**src/rtl/spi_xfer_pkg.sv**
```systemverilog
package spi_xfer_pkg;
   localparam int REG_W    = 8;
   localparam int CB_LOAD  = 5;
   localparam int CB_START = 4;
   localparam int CB_DONE  = 3;
   localparam int CB_DIR   = 2;
   localparam int CB_TSEL  = 1;
   localparam int CB_CSEL  = 0;
   typedef logic [REG_W-1:0] reg_t;
endpackage

```
**src/rtl/spi_clk_div.sv**
```systemverilog
module spi_clk_div #(
   parameter int DIV = 8
) (
   input  logic clk,
   input  logic rst_n,
   input  logic run,
   input  logic restart,
   output logic sclk,
   output logic rise_tick,
   output logic fall_tick
);
   localparam int HALF = DIV / 2;
   localparam int CW   = (DIV > 2) ? $clog2(DIV) : 1;

   generate
      if (DIV < 2 || (DIV % 2) != 0) begin : g_bad_div
         $error("spi_clk_div: DIV must be even and at least 2");
      end
   endgenerate

   logic [CW-1:0] cnt;

   always_ff @(posedge clk or negedge rst_n) begin
      if (!rst_n) begin
         cnt <= '0;
      end else if (!run || restart) begin
         cnt <= '0;
      end else if (cnt == CW'(DIV - 1)) begin
         cnt <= '0;
      end else begin
         cnt <= cnt + 1'b1;
      end
   end

   assign sclk      = run && (cnt >= CW'(HALF));
   assign rise_tick = run && (cnt == CW'(HALF - 1));
   assign fall_tick = run && (cnt == CW'(DIV - 1));
endmodule

```
**src/rtl/spi_byte_shifter.sv**
```systemverilog
module spi_byte_shifter #(
   parameter int BITS = 8
) (
   input  logic            clk,
   input  logic            rst_n,
   input  logic            go,
   input  logic            abort,
   input  logic [BITS-1:0] load_val,
   input  logic            rise_tick,
   input  logic            fall_tick,
   input  logic            miso,
   output logic            busy,
   output logic            mosi,
   output logic            done_ev,
   output logic [BITS-1:0] rx_byte
);
   localparam int BW   = (BITS > 2) ? $clog2(BITS) : 1;
   localparam int LAST = BITS - 1;

   generate
      if (BITS < 2) begin : g_bad_bits
         $error("spi_byte_shifter: BITS must be at least 2");
      end
   endgenerate

   logic [BITS-1:0] shreg;
   logic [BW-1:0]   bit_cnt;
   logic            rx_bit;
   logic            last_bit;

   assign last_bit = (bit_cnt == BW'(LAST));

   always_ff @(posedge clk or negedge rst_n) begin
      if (!rst_n) begin
         busy    <= 1'b0;
         shreg   <= '0;
         bit_cnt <= '0;
         rx_bit  <= 1'b0;
      end else if (abort) begin
         busy <= 1'b0;
      end else if (go) begin
         busy    <= 1'b1;
         shreg   <= load_val;
         bit_cnt <= '0;
         rx_bit  <= 1'b0;
      end else if (busy) begin
         if (rise_tick) begin
            rx_bit <= miso;
         end
         if (fall_tick) begin
            shreg <= {shreg[BITS-2:0], rx_bit};
            if (last_bit) begin
               bit_cnt <= '0;
               busy    <= 1'b0;
            end else begin
               bit_cnt <= bit_cnt + 1'b1;
            end
         end
      end
   end

   assign mosi    = busy && shreg[BITS-1];
   assign done_ev = busy && fall_tick && last_bit && !abort;
   assign rx_byte = {shreg[BITS-2:0], rx_bit};

   // the final falling edge ends the transfer
   a_r6_last_bit_ends: assert property (@(posedge clk) disable iff (!rst_n)
      (busy && fall_tick && last_bit && !abort) |=> !busy);
endmodule

```
**src/rtl/spi_host_regs.sv**
```systemverilog
module spi_host_regs
   import spi_xfer_pkg::*;
(
   input  logic clk,
   input  logic rst_n,
   input  logic sel_data,
   input  logic sel_ctrl,
   input  logic wr_en,
   input  reg_t wdata,
   output reg_t rdata,
   input  logic busy,
   input  logic done_ev,
   input  reg_t rx_byte,
   output logic go,
   output logic abort,
   output reg_t data_q,
   output logic done_flag,
   output logic tsel,
   output logic csel
);
   logic start_q, load_q, done_q, dir_q;
   logic ctrl_wr, data_wr;
   reg_t ctrl_view;

   assign ctrl_wr = wr_en && sel_ctrl;
   assign data_wr = wr_en && sel_data;
   assign abort   = ctrl_wr && !wdata[CB_START];

   always_ff @(posedge clk or negedge rst_n) begin
      if (!rst_n) begin
         start_q <= 1'b0;
         dir_q   <= 1'b0;
         tsel    <= 1'b0;
         csel    <= 1'b0;
         go      <= 1'b0;
      end else begin
         go <= ctrl_wr && wdata[CB_START] && !start_q;
         if (ctrl_wr) begin
            start_q <= wdata[CB_START];
            dir_q   <= wdata[CB_DIR];
            tsel    <= wdata[CB_TSEL];
            csel    <= wdata[CB_CSEL];
         end
      end
   end

   always_ff @(posedge clk or negedge rst_n) begin
      if (!rst_n) begin
         load_q <= 1'b0;
         done_q <= 1'b0;
      end else if (abort) begin
         load_q <= 1'b0;
         done_q <= 1'b0;
      end else begin
         if (go)      load_q <= 1'b1;
         if (done_ev) done_q <= 1'b1;
      end
   end

   always_ff @(posedge clk or negedge rst_n) begin
      if (!rst_n) begin
         data_q <= '0;
      end else if (done_ev && dir_q) begin
         data_q <= rx_byte;
      end else if (data_wr && !busy) begin
         data_q <= wdata;
      end
   end

   always_comb begin
      ctrl_view           = '0;
      ctrl_view[CB_LOAD]  = load_q;
      ctrl_view[CB_START] = start_q;
      ctrl_view[CB_DONE]  = done_q;
      ctrl_view[CB_DIR]   = dir_q;
      ctrl_view[CB_TSEL]  = tsel;
      ctrl_view[CB_CSEL]  = csel;
   end

   assign rdata     = sel_data ? data_q : (sel_ctrl ? ctrl_view : '0);
   assign done_flag = done_q;

   // the load flag only rises together with an active transfer
   a_r3_load_with_busy: assert property (@(posedge clk) disable iff (!rst_n)
      $rose(load_q) |-> busy);
   // writing start low clears both status flags
   a_r8_abort_clears: assert property (@(posedge clk) disable iff (!rst_n)
      (ctrl_wr && !wdata[CB_START]) |=> (!load_q && !done_q));
   // a start write while start is already set launches nothing
   a_r9_no_retrigger: assert property (@(posedge clk) disable iff (!rst_n)
      (ctrl_wr && start_q) |=> !go);
   // data register holds during a transfer
   a_r10_data_hold: assert property (@(posedge clk) disable iff (!rst_n)
      (busy && data_wr && !done_ev) |=> $stable(data_q));
endmodule

```
**src/rtl/spi_xfer_engine.sv**
```systemverilog
module spi_xfer_engine
   import spi_xfer_pkg::*;
#(
   parameter int CLK_DIV = 8
) (
   input  logic             clk,
   input  logic             rst_n,
   input  logic             sel_data,
   input  logic             sel_ctrl,
   input  logic             wr_en,
   input  logic [REG_W-1:0] wdata,
   output logic [REG_W-1:0] rdata,
   output logic             spi_sclk,
   output logic             spi_mosi,
   input  logic             spi_miso,
   output logic             tch_cs,
   output logic             cdc_cs
);
   logic go, abort, busy, done_ev, done_flag;
   logic rise_tick, fall_tick;
   reg_t data_q, rx_byte;

   spi_host_regs u_regs (
      .clk       (clk),
      .rst_n     (rst_n),
      .sel_data  (sel_data),
      .sel_ctrl  (sel_ctrl),
      .wr_en     (wr_en),
      .wdata     (wdata),
      .rdata     (rdata),
      .busy      (busy),
      .done_ev   (done_ev),
      .rx_byte   (rx_byte),
      .go        (go),
      .abort     (abort),
      .data_q    (data_q),
      .done_flag (done_flag),
      .tsel      (tch_cs),
      .csel      (cdc_cs)
   );

   spi_clk_div #(.DIV(CLK_DIV)) u_div (
      .clk       (clk),
      .rst_n     (rst_n),
      .run       (busy),
      .restart   (go),
      .sclk      (spi_sclk),
      .rise_tick (rise_tick),
      .fall_tick (fall_tick)
   );

   spi_byte_shifter #(.BITS(REG_W)) u_shift (
      .clk       (clk),
      .rst_n     (rst_n),
      .go        (go),
      .abort     (abort),
      .load_val  (data_q),
      .rise_tick (rise_tick),
      .fall_tick (fall_tick),
      .miso      (spi_miso),
      .busy      (busy),
      .mosi      (spi_mosi),
      .done_ev   (done_ev),
      .rx_byte   (rx_byte)
   );

   // serial data is steady while the clock is high
   a_r5_mosi_hold: assert property (@(posedge clk) disable iff (!rst_n)
      (spi_sclk && $past(spi_sclk)) |-> $stable(spi_mosi));
   // once done is set the serial clock is quiet
   a_r6_done_quiet: assert property (@(posedge clk) disable iff (!rst_n)
      done_flag |-> !spi_sclk);
   // a rising tick drives the serial clock high unless cancelled
   a_r4_rise_high: assert property (@(posedge clk) disable iff (!rst_n)
      (rise_tick && !abort) |=> spi_sclk);
endmodule

```
**config.mk**
```make
export PLATFORM = sky130hd
export DESIGN_NAME = spi_xfer_engine
export DESIGN_NICKNAME = d
export VERILOG_FILES = /design/src/rtl/spi_xfer_pkg.sv /design/src/rtl/spi_clk_div.sv /design/src/rtl/spi_byte_shifter.sv /design/src/rtl/spi_host_regs.sv /design/src/rtl/spi_xfer_engine.sv
export SDC_FILE = /design/constraint.sdc
export NUM_CORES = 1
export LEC_CHECK = 0
export CAP_MARGIN = 5
export CORE_UTILIZATION = 40
export CTS_BUF_LIST = sky130_fd_sc_hd__clkbuf_4
export DETAILED_ROUTE_END_ITERATION = 10
export SLEW_MARGIN = 5
export SYNTH_ARGS = -nofsm -noshare
export SYNTH_HDL_FRONTEND = slang
export SYNTH_SLANG_ARGS = --single-unit
```
**constraint.sdc**
```tcl
create_clock -name clk -period 4.7 [get_ports clk]
set_clock_uncertainty 0.05 [all_clocks]
set_input_delay 0.94 -clock clk [delete_from_list [all_inputs] [get_ports clk]]
set_output_delay 0.94 -clock clk [all_outputs]
set_load 0.005 [all_outputs]
```
==> metrics.md <==
| Metric | Value |
|---|---|
| Status | `completed` |
| Initial DRC Count | `between 60 and 70` |
| Most frequent cells after synthesis | `dfrtp_1 (31), mux2_2 (24), nand2_1 (6)` |
| Switching pwr | `226.8 uW` |
| First-pass iteration count of the detailed router | `4` |
| Worst EP arrival | `2.74 ns` |
| Final period util | `79.33%` |
| Post-DP HPWL | `2.164 mm` |
| CTS Hold Bufs | `0` |
| Core Rows | `22` |
| CP Launch Type | `input pin` |
| Clock Power Share | `20.5%` |
| Maximum VDD drop | `~0.21 mV` |
| Initial antenna violation count | `0` |
| Yosys cell types | `31` |
| Top delay family on crit path | `buffers and inverters` |
| Leakage power | `about 0.00085 uW` |
| Worst Path Max Fanout | `11` |
| Routed WL | `roughly 3.2 mm` |
| Synth Instances | `128` |
| I/O pins | `26` |
| Final instance area | `between 1500 and 2000 sq um` |
| Register area share after synthesis | `49.32%` |
| Post-Syn Nets | `147` |
| Number of fill cells in the layout | `about 370` |
| Sequential Area | `a little under 800 sq um` |
| Pwr/cell area | `420.1 nW/um^2` |
| Most used cell, CP | `clkdlybuf4s50_1` |
| Core footprint | `~3700 sq um` |
| CP endpoint kind | `output port` |
| Cell taking the most area after synthesis | `dfrtp_1` |
| Nets | `roughly 170` |
| Period minus WS final | `3.729 ns` |
| GPL Wtd Cong | `0.7250` |
| Max Freq | `268.2 MHz` |
| CTS tree | `done` |
| CTS H-tree depth | `2` |
| Vias post-DR | `1080` |
| Final hold violations | `0` |
| Part of the power in combinational logic | `29.3%` |
| Die Ht | `64.71 um` |
| Mapped cell area | `1573 sq um` |
| TritonCTS Sinks | `31` |
| Most common cell in the netlist | `dfrtp_1` |
| Worst path max stage delay | `0.63 ns` |
| Largest net degree at the start of global routing | `32` |
| Final setup violating endpoints | `0` |
| Switching share of power | `between 20% and 30%` |
| Critical path required time | `3.71 ns` |
| Syn avg cell area | `12.29 sq um` |
| Setup_tns | `0 ns` |
| Port bufs | `25` |
| CTS Root Cell | `clkbuf_4` |
| CTS buffer count | `5` |
| RSZ-0062 raised after global routing | `no` |
| Die W | `64.71 um` |
| CTS resizes | `0` |
| Sequential share of power | `50.2%` |
| Drt wl/cell | `15.82 um` |
| Final Max Tran Viols | `0` |
| Total power | `between 700 and 800 uW` |
| Layout cell share with drive strength beyond 1 | `24.68%` |
| Buf/Inv on CP | `2` |
| Final Util | `51.04%` |
| CP max-delay cell | `clkdlybuf4s50_1` |
| Area of the multi-input gates | `734.5 sq um` |
| Vias in the first global route | `1088` |
| Area growth syn-to-layout | `20.60%` |
| Int Pwr | `570.1 uW` |
| Gr usage total | `between 15 and 20%` |
| Antenna viol nets, final | `0` |
| Top-area cell type share of the netlist area | `49.32%` |
| Max_cap viols | `0` |
| Clk buf depth | `2` |
| # DRC | `0` |
| Area after DPL | `1839 sq um` |
| Vias/cell | `5.347` |
| Synth area leaders | `dfrtp_1 (49%), mux2_2 (17%), mux2_4 (4.8%)` |
| Dominant synthesized flop cell | `dfrtp_1` |
| Clock latency on the worst-skew pair | `~0.34 ns` |
| Worst-path cell chain | `clkdlybuf4s50_1, nor2b_1, a22o_1, clkdlybuf4s50_1` |
| Setup Fix Bufs, Post-CTS | `0` |
| Fin Hold WS | `0.3996 ns` |
| HP Class | `reg2reg` |
| Die Footprint | `4187 sq um` |
| Yosys warns | `0` |
| Starting density of the core | `42.32%` |
| Number of synthesized flops with an enable pin | `0` |
| Relative slew slack | `a little under a third` |
| FF+latch count, synth | `31` |
| Worst-path clk slew | `~0.09 ns` |
| Async SR Flop Fraction | `100.0%` |
| Critical path class | `in2out` |
| # diodes | `0` |
| First-pass GRT wire length | `5.506 mm` |
| Tightest Pin Transition | `1.043 ns` |
| Total gr overflow | `0` |
-- worst register-to-register path, stage by stage (launching register included) --
cell,delay [ns]
dfrtp_1,0.36
ha_1,0.19
ha_1,0.29
a21oi_1,0.11
nor2_1,0.82
mux2_2,0.42
-- cells by family (layout without fill, tap and decap cells) --
logic type / after synthesis / after routing / share of synthesized area (%)
AOI/OAI and AO/OA: 18 / 18 / 7.398
adders and majority gates: 5 / 5 / 3.978
buffers and inverters: 11 / 37 / 3.977
DFF: 31 / 31 / 49.32
muxes: 33 / 33 / 24.50
and+or+nand+nor: 30 / 30 / 10.82
-- layer usage --
layer | vias up | GRT usage [%] | routed length (um)
met4 | 0 | 8.611 | 60
met1 | 532 | 24.32 | 1507
met5 | - | 0 | 0
met3 | 6 | 5.282 | 167
met2 | 34 | 26.82 | 1459
li1 | 508 | - | -
-- state kept, by name (all words and copies together) (netlist names) --
name              flops
u_regs.data_q         8
u_regs.dir_q          1
u_regs.done_flag      1
u_regs.start_q        1
u_shift.rx_bit        1
u_shift.busy          1
u_regs.load_q         1
u_regs.csel           1
u_shift.shreg         8
u_div.cnt             3
u_regs.go             1
u_shift.bit_cnt       3
u_regs.tsel           1
-- power by group through the flow --
stage               sequential (uW)  clock, uW  combinational, uW
floorplan                       385          0                167
global placement                402          0                228
detailed placement              406          0                234
CTS                             400        167                236
global route                    412        183                259
finish                          400        163                234
-- per-stage QoR --
| stage | worst slack, ns | instances |
|---|---|---|
| floorplan | 2.185 | 128 |
| global placement | 0.9991 | 194 |
| detailed placement | 0.9932 | 194 |
| CTS | 0.9663 | 202 |
| global route | 0.8732 | 202 |
| finish | 0.9713 | 202 |
-- area by class of cell --
| class | count | share of cell area (%) |
|---|---|---|
| Sequential cell | 31 | 40.90 |
| Multi-Input combinational cell | 86 | 38.72 |
| Timing Repair Buffer | 26 | 13.59 |
| Tap cell | 48 | 3.166 |
| Clock buffer | 7 | 2.770 |
| Inverter | 3 | 0.5937 |
| Clock inverter | 1 | 0.2639 |
-- cells in the final DEF, fill, tap and decap left out, types with 2 or more instances in the layout --
cell,n
and2_1,4
dfrtp_1,31
ha_1,5
clkdlybuf4s50_1,25
a21oi_1,5
nand2_1,6
nor2b_1,2
mux2_4,5
nor3_1,4
o21ai_0,5
clkbuf_4,7
a22o_1,5
mux2i_1,4
nor3b_1,2
inv_1,3
mux2_2,24
nor2_1,5
-- worst paths after layout --
kind                       slack (ns)                   start  depth (start not counted)                            to
hold reg to reg                  0.40  u_div.cnt[0]$_DFF_PN0_                          1        u_div.cnt[0]$_DFF_PN0_
max in group asynchronous        3.37                   rst_n                          2        u_shift.busy$_DFF_PN0_
min in group asynchronous        0.94                   rst_n                          2        u_div.cnt[1]$_DFF_PN0_
setup / recovery                 0.97                sel_data                          4                      rdata[5]
setup reg to reg                 2.35  u_div.cnt[0]$_DFF_PN0_                          5  u_shift.shreg[5]$_DFFE_PN0P_
hold / removal                   0.40  u_div.cnt[0]$_DFF_PN0_                          1        u_div.cnt[0]$_DFF_PN0_
No activity file was read; power rests on OpenSTA's default activity.
